[src/rtl/psc_pwm_pkg.sv]
package psc_pwm_pkg;

    typedef enum logic {
        DIR_DOWN = 1'b0,
        DIR_UP   = 1'b1
    } ramp_dir_t;

    // cell index map: 0 middle, 1..n upper arm, n+1..2n lower arm
    function automatic bit is_upper_cell(int k, int n);
        return (k >= 1) && (k <= n);
    endfunction

endpackage

[src/rtl/psc_carrier.sv]
module psc_carrier
    import psc_pwm_pkg::*;
#(
    parameter int SPAN_W = 6,
    parameter int CNT_W  = 12,
    parameter int CELLS  = 5,
    parameter int IDX    = 0
) (
    input  logic                    clk,
    input  logic                    rst_n,
    input  logic                    load,
    input  logic [SPAN_W-1:0]       span_init,
    input  logic signed [CNT_W-1:0] amp,
    output logic signed [CNT_W-1:0] value
);

    typedef struct packed {
        logic signed [CNT_W-1:0] cnt;
        ramp_dir_t               dir;
    } ramp_t;

    ramp_t st_d, st_q;
    logic [CNT_W-1:0] amp_init;
    logic [CNT_W-1:0] t_off;

    always_comb begin
        amp_init = CNT_W'(span_init) * CNT_W'(CELLS);
        t_off    = CNT_W'(4 * IDX) * CNT_W'(span_init);
        st_d     = st_q;
        if (load) begin
            // place the ramp at its phase offset of t_off clocks
            if (t_off <= (amp_init << 1)) begin
                st_d.cnt = signed'(t_off - amp_init);
                st_d.dir = DIR_UP;
            end else begin
                st_d.cnt = signed'(CNT_W'(3) * amp_init - t_off);
                st_d.dir = DIR_DOWN;
            end
        end else if (st_q.dir == DIR_UP) begin
            if (st_q.cnt == amp) begin
                st_d.cnt = st_q.cnt - CNT_W'(1);
                st_d.dir = DIR_DOWN;
            end else begin
                st_d.cnt = st_q.cnt + CNT_W'(1);
            end
        end else begin
            if (st_q.cnt == -amp) begin
                st_d.cnt = st_q.cnt + CNT_W'(1);
                st_d.dir = DIR_UP;
            end else begin
                st_d.cnt = st_q.cnt - CNT_W'(1);
            end
        end
    end

    always_ff @(posedge clk or negedge rst_n) begin
        if (!rst_n) begin
            st_q <= '{cnt: '0, dir: DIR_UP};
        end else begin
            st_q <= st_d;
        end
    end

    assign value = st_q.cnt;

endmodule

[src/rtl/psc_cell_cmp.sv]
module psc_cell_cmp #(
    parameter int REF_W  = 12,
    parameter int CNT_W  = 12,
    parameter bit INVERT = 1'b0
) (
    input  logic                    clk,
    input  logic                    rst_n,
    input  logic                    clear,
    input  logic                    load,
    input  logic signed [REF_W-1:0] ref_in,
    input  logic signed [CNT_W-1:0] carrier,
    output logic                    cell_on,
    output logic signed [REF_W-1:0] shadow
);

    typedef struct packed {
        logic signed [REF_W-1:0] shadow;
        logic                    on;
    } cmp_t;

    cmp_t st_d, st_q;

    always_comb begin
        st_d = st_q;
        if (load) begin
            st_d.shadow = ref_in;
        end
        if (clear) begin
            st_d.on = 1'b0;
        end else if (st_q.shadow > carrier) begin
            st_d.on = ~INVERT;
        end else if (carrier > st_q.shadow) begin
            st_d.on = INVERT;
        end
        // equal: hold previous state
    end

    always_ff @(posedge clk or negedge rst_n) begin
        if (!rst_n) begin
            st_q <= '0;
        end else begin
            st_q <= st_d;
        end
    end

    assign cell_on = st_q.on;
    assign shadow  = st_q.shadow;

endmodule

[src/rtl/psc_pwm_gen.sv]
module psc_pwm_gen
    import psc_pwm_pkg::*;
#(
    parameter int N_ARM  = 2,
    parameter int SPAN_W = 6,
    parameter int REF_W  = 12
) (
    input  logic                          clk,
    input  logic                          rst_n,
    input  logic                          enable,
    input  logic [SPAN_W-1:0]             carrier_span,
    input  logic [(2*N_ARM+1)*REF_W-1:0]  cell_ref,
    output logic [2*N_ARM:0]              cell_on,
    output logic                          carrier_peak
);

    localparam int CELLS   = 2 * N_ARM + 1;
    localparam int AMP_MAX = (2 ** SPAN_W - 1) * CELLS;
    localparam int CNT_W   = $clog2(4 * AMP_MAX + 1) + 1;

    typedef struct packed {
        logic              run;
        logic [SPAN_W-1:0] span;
    } ctl_t;

    ctl_t st_d, st_q;

    logic [SPAN_W-1:0]       span_eff;
    logic signed [CNT_W-1:0] amp;
    logic                    active;
    logic                    shadow_load;
    logic signed [CNT_W-1:0] car    [CELLS];
    logic signed [REF_W-1:0] shadow [CELLS];

    always_comb begin
        span_eff    = (carrier_span == '0) ? SPAN_W'(1) : carrier_span;
        amp         = signed'(CNT_W'(st_q.span) * CNT_W'(CELLS));
        active      = st_q.run && enable;
        carrier_peak = st_q.run && (car[0] == amp);
        shadow_load = !st_q.run || (active && carrier_peak);
        st_d.run    = enable;
        st_d.span   = st_q.run ? st_q.span : span_eff;
    end

    always_ff @(posedge clk or negedge rst_n) begin
        if (!rst_n) begin
            st_q <= '{run: 1'b0, span: SPAN_W'(1)};
        end else begin
            st_q <= st_d;
        end
    end

    for (genvar k = 0; k < CELLS; k++) begin : g_cell
        psc_carrier #(
            .SPAN_W (SPAN_W),
            .CNT_W  (CNT_W),
            .CELLS  (CELLS),
            .IDX    (k)
        ) u_carrier (
            .clk       (clk),
            .rst_n     (rst_n),
            .load      (!active),
            .span_init (span_eff),
            .amp       (amp),
            .value     (car[k])
        );

        psc_cell_cmp #(
            .REF_W  (REF_W),
            .CNT_W  (CNT_W),
            .INVERT (is_upper_cell(k, N_ARM))
        ) u_cmp (
            .clk     (clk),
            .rst_n   (rst_n),
            .clear   (!active),
            .load    (shadow_load),
            .ref_in  (cell_ref[k*REF_W +: REF_W]),
            .carrier (car[k]),
            .cell_on (cell_on[k]),
            .shadow  (shadow[k])
        );
    end

endmodule

[config.mk]
export PLATFORM = sky130hd
export DESIGN_NAME = psc_pwm_gen
export DESIGN_NICKNAME = d
export VERILOG_FILES = /design/src/rtl/psc_pwm_pkg.sv /design/src/rtl/psc_carrier.sv /design/src/rtl/psc_cell_cmp.sv /design/src/rtl/psc_pwm_gen.sv
export SDC_FILE = /design/constraint.sdc
export NUM_CORES = 1
export LEC_CHECK = 0
export BUFFER_PORTS_ARGS = -buffer_cell sky130_fd_sc_hd__buf_4
export CAP_MARGIN = 40
export CORE_ASPECT_RATIO = 1.5
export CORE_UTILIZATION = 60
export CTS_BUF_LIST = sky130_fd_sc_hd__clkbuf_4 sky130_fd_sc_hd__clkbuf_8
export DETAILED_ROUTE_END_ITERATION = 8
export MAX_ROUTING_LAYER = met4
export PLACE_DENSITY = 0.78
export SYNTH_ARGS = -nofsm -noshare
export SYNTH_HDL_FRONTEND = slang
export SYNTH_SLANG_ARGS = --single-unit
[constraint.sdc]
create_clock -name clk -period 10.45 [get_ports clk]
set_input_delay 0.5225 -clock clk [delete_from_list [all_inputs] [get_ports clk]]
set_output_delay 0.5225 -clock clk [all_outputs]
set_load 0.005 [all_outputs]
==> metrics.txt <==
die height 193.2 um; Reg area 3436 sq um; EDFF count, synth 0; hold_buf cts 0; crit-path cells ha_1 -> ha_1 -> nor3b_2 -> nand3_2 -> nor3_1 -> a32oi_1 -> o41ai_2 -> and2_1 -> mux2i_1 -> xor2_1 -> a21oi_1; Synth async-reset ratio 100.0%; die area 25,000 sq um; main combinational cell family by area after synthesis simple AND/OR/NAND/NOR gates; post-synthesis mux area share 7.850%; Synth area leader dfrtp_1; Reg power frac 27.8%; Clock power frac 12.8%; Seq/Total Area, Yosys 23.51%; htree depth 4; sw frac 47.25%; most frequent cell after synthesis ha_1; CTS tree yes; Layout Cells excl Fill 2,042; Synth warnings 0; footprint of the multi-input gates 10,260 sq um; CP Max Fanout 13; final instance area 15,670 sq um; P_int 1.751 mW; fin util 65.74%; CTS sink count 137; Mapped Area 14,620 sq um; drc violations 0; placed instance count 2,010; antenna violations before repair 0; Final Cycle Share 56.22%; Post-Synth Adder-Cell Area 15.79%; Power, Total 3.319 mW; Tmin final 5875 ps; Compound-Gate Fraction of Synth Area 16.35%; Final setup viols 0; Final Hold Fails 0; DRT iter0 DRCs 887; worst hold slack 45.37 ps; count of final max-slew check failures 0; min-delay worst type in2async; post-synth top area share 22.43%; vias after detailed routing 12,904; Mean Syn Cell Area 8.602 sq um; Initial Utilization 61.34%; max cap viols 0; simple-gate share of the synthesized area 18.02%; critical path's most frequent cell ha_1; setup TNS 0 ps; final WL 41.19 mm; Worst Path Required 10,770 ps; Syn Nets 1,946; Yosys cell types 97; Post-Syn Instances 1,699; Clock Path Buffers 2; cts bufs inserted 17; Worst-Skew Late Latency 490 ps; Cell Rows 69; GRT Total Usage 35.00%; ant diodes 0; Synth Area in XOR/XNOR 12.09%; CP max stage delay 830 ps; core footprint 23,830 sq um; # nets final 1,957; clock transition at the registers of the reported paths 90 ps; Synth Flop Type dfrtp_1; max frequency 170.2 MHz; largest net degree at the start of global routing 76; Net Switching 1.568 mW; root buf cell clkbuf_8; status completed; Power Dens Cells 211.9 nW/um^2; I/O Buffers 74; Synth area leaders dfrtp_1 22%, ha_1 15%, xnor2_1 7.1%; pre-CTS WS 4209 ps; layout cell share with drive strength beyond 1 13.00%; global placer's final weighted congestion 1.006; DR pass1 iterations 6; DP HPWL 31.75 mm; actual slew at the worst max-slew pin 930.7 ps; io pins 75; Fill cells 2,053; post-synthesis register bit count 137; RSZ-0062 raised after global routing false; Max VDD drop 104.6 uV; Routed Antenna Nets 0; vias in the first global route 12,621; Comb power frac 59.4%; LEAKAGE 7.071 nW; fin worst setup slack 4575 ps; CTS resizes 0; Crit. End Element register; WS Path Type reg2reg; Slew headroom 37.88%; routed len/inst 20.17 um; GRT overflow 0; first-pass GRT wire length 65.42 mm; critical path's slowest cell dfrtp_1; Critical Path AT 6200 ps; Area Overhead vs Synth 7.182%; Chip Width 129.4 um; Worst Skew 21.15 ps; synth cell count leaders 170 x ha_1, 131 x dfrtp_1, 127 x inv_1, 118 x xnor2_1, 115 x nor2_1; Placed Area 15,280 sq um; crit start category register; Vias/cell 6.319; Setup Buffers After CTS 0
## flip-flops by register name, indices dropped and copies added (netlist names)
name	cells
g_cell.u_carrier.value	60
g_cell.u_cmp.shadow	60
st_q	7
g_cell.u_carrier.st_q	5
g_cell.u_cmp.cell_on	5
## final cells by class
cell class / instances / share of cell area (%)
Multi-Input combinational cell: 1334 / 65.50
Tap cell: 319 / 2.548
Sequential cell: 137 / 21.93
Inverter: 130 / 3.115
Clock inverter: 11 / 0.6230
Clock buffer: 21 / 1.805
Timing Repair Buffer: 90 / 4.481
## critical path: cells and delay by family, from the launching register on
kind,cells,cell delay [ps]
xor gates and xnor gates,1,300
muxes,1,280
adders and majority gates,2,970
and+or+nand+nor,4,2440
DFF,1,830
AOI/OAI and AO/OA,3,870
## kinds of logic (layout without fill, tap and decap cells)
family | after synthesis | after routing
AND/OR/NAND/NOR | 504 | 504
AO/OA/AOI/OAI | 354 | 354
buffers and inverters | 228 | 252
XOR/XNOR | 189 | 189
adder cells (fa/ha/maj) | 180 | 180
flip-flops | 137 | 137
multiplexers | 107 | 107
## path summary, 6_finish.rpt
kind	slack [ps]	cells after the start	endpoint	from
min in group clk	190	1	st_q[6]	enable
worst min register to register	510	1	g_cell[4].u_cmp.shadow[9]	g_cell[4].u_cmp.shadow[9]
max in group asynchronous	9250	3	g_cell[4].u_carrier.st_q[0]	rst_n
worst max register to register	4580	11	g_cell[4].u_carrier.value[8]	st_q[1]
worst min-delay path	50	1	g_cell[2].u_cmp.shadow[2]	rst_n
worst max-delay path	4580	11	g_cell[4].u_carrier.value[8]	st_q[1]
## power by group through the flow
stage               combinational [mW]  clock (mW)  sequential, mW
global placement                  1.87           0           0.917
CTS                               1.95       0.430           0.913
detailed placement                1.93           0           0.922
floorplan                         1.64           0           0.737
global route                      2.17       0.454           0.943
finish                            1.97       0.425           0.923
## layer usage
metal | routed length [um] | vias to the layer above | track usage (%)
met4 | 2259 | 0 | 20.13
met2 | 20630 | 494 | 59.16
li1 | - | 6077 | -
met3 | 2427 | 141 | 5.767
met1 | 15880 | 6192 | 38.90
met5 | 0 | - | -
## cell usage in the layout, fill, tap and decap left out, types with 44 or more instances in the layout
master	instances
xnor2_1	118
ha_1	170
dfrtp_1	131
inv_1	127
o21ai_0	70
nand3_1	44
nand2_1	94
nor2_1	115
mux2_2	61
xor2_1	62
a21oi_1	92
buf_4	87
mux2i_1	46
(Power assumes the default switching activity.)
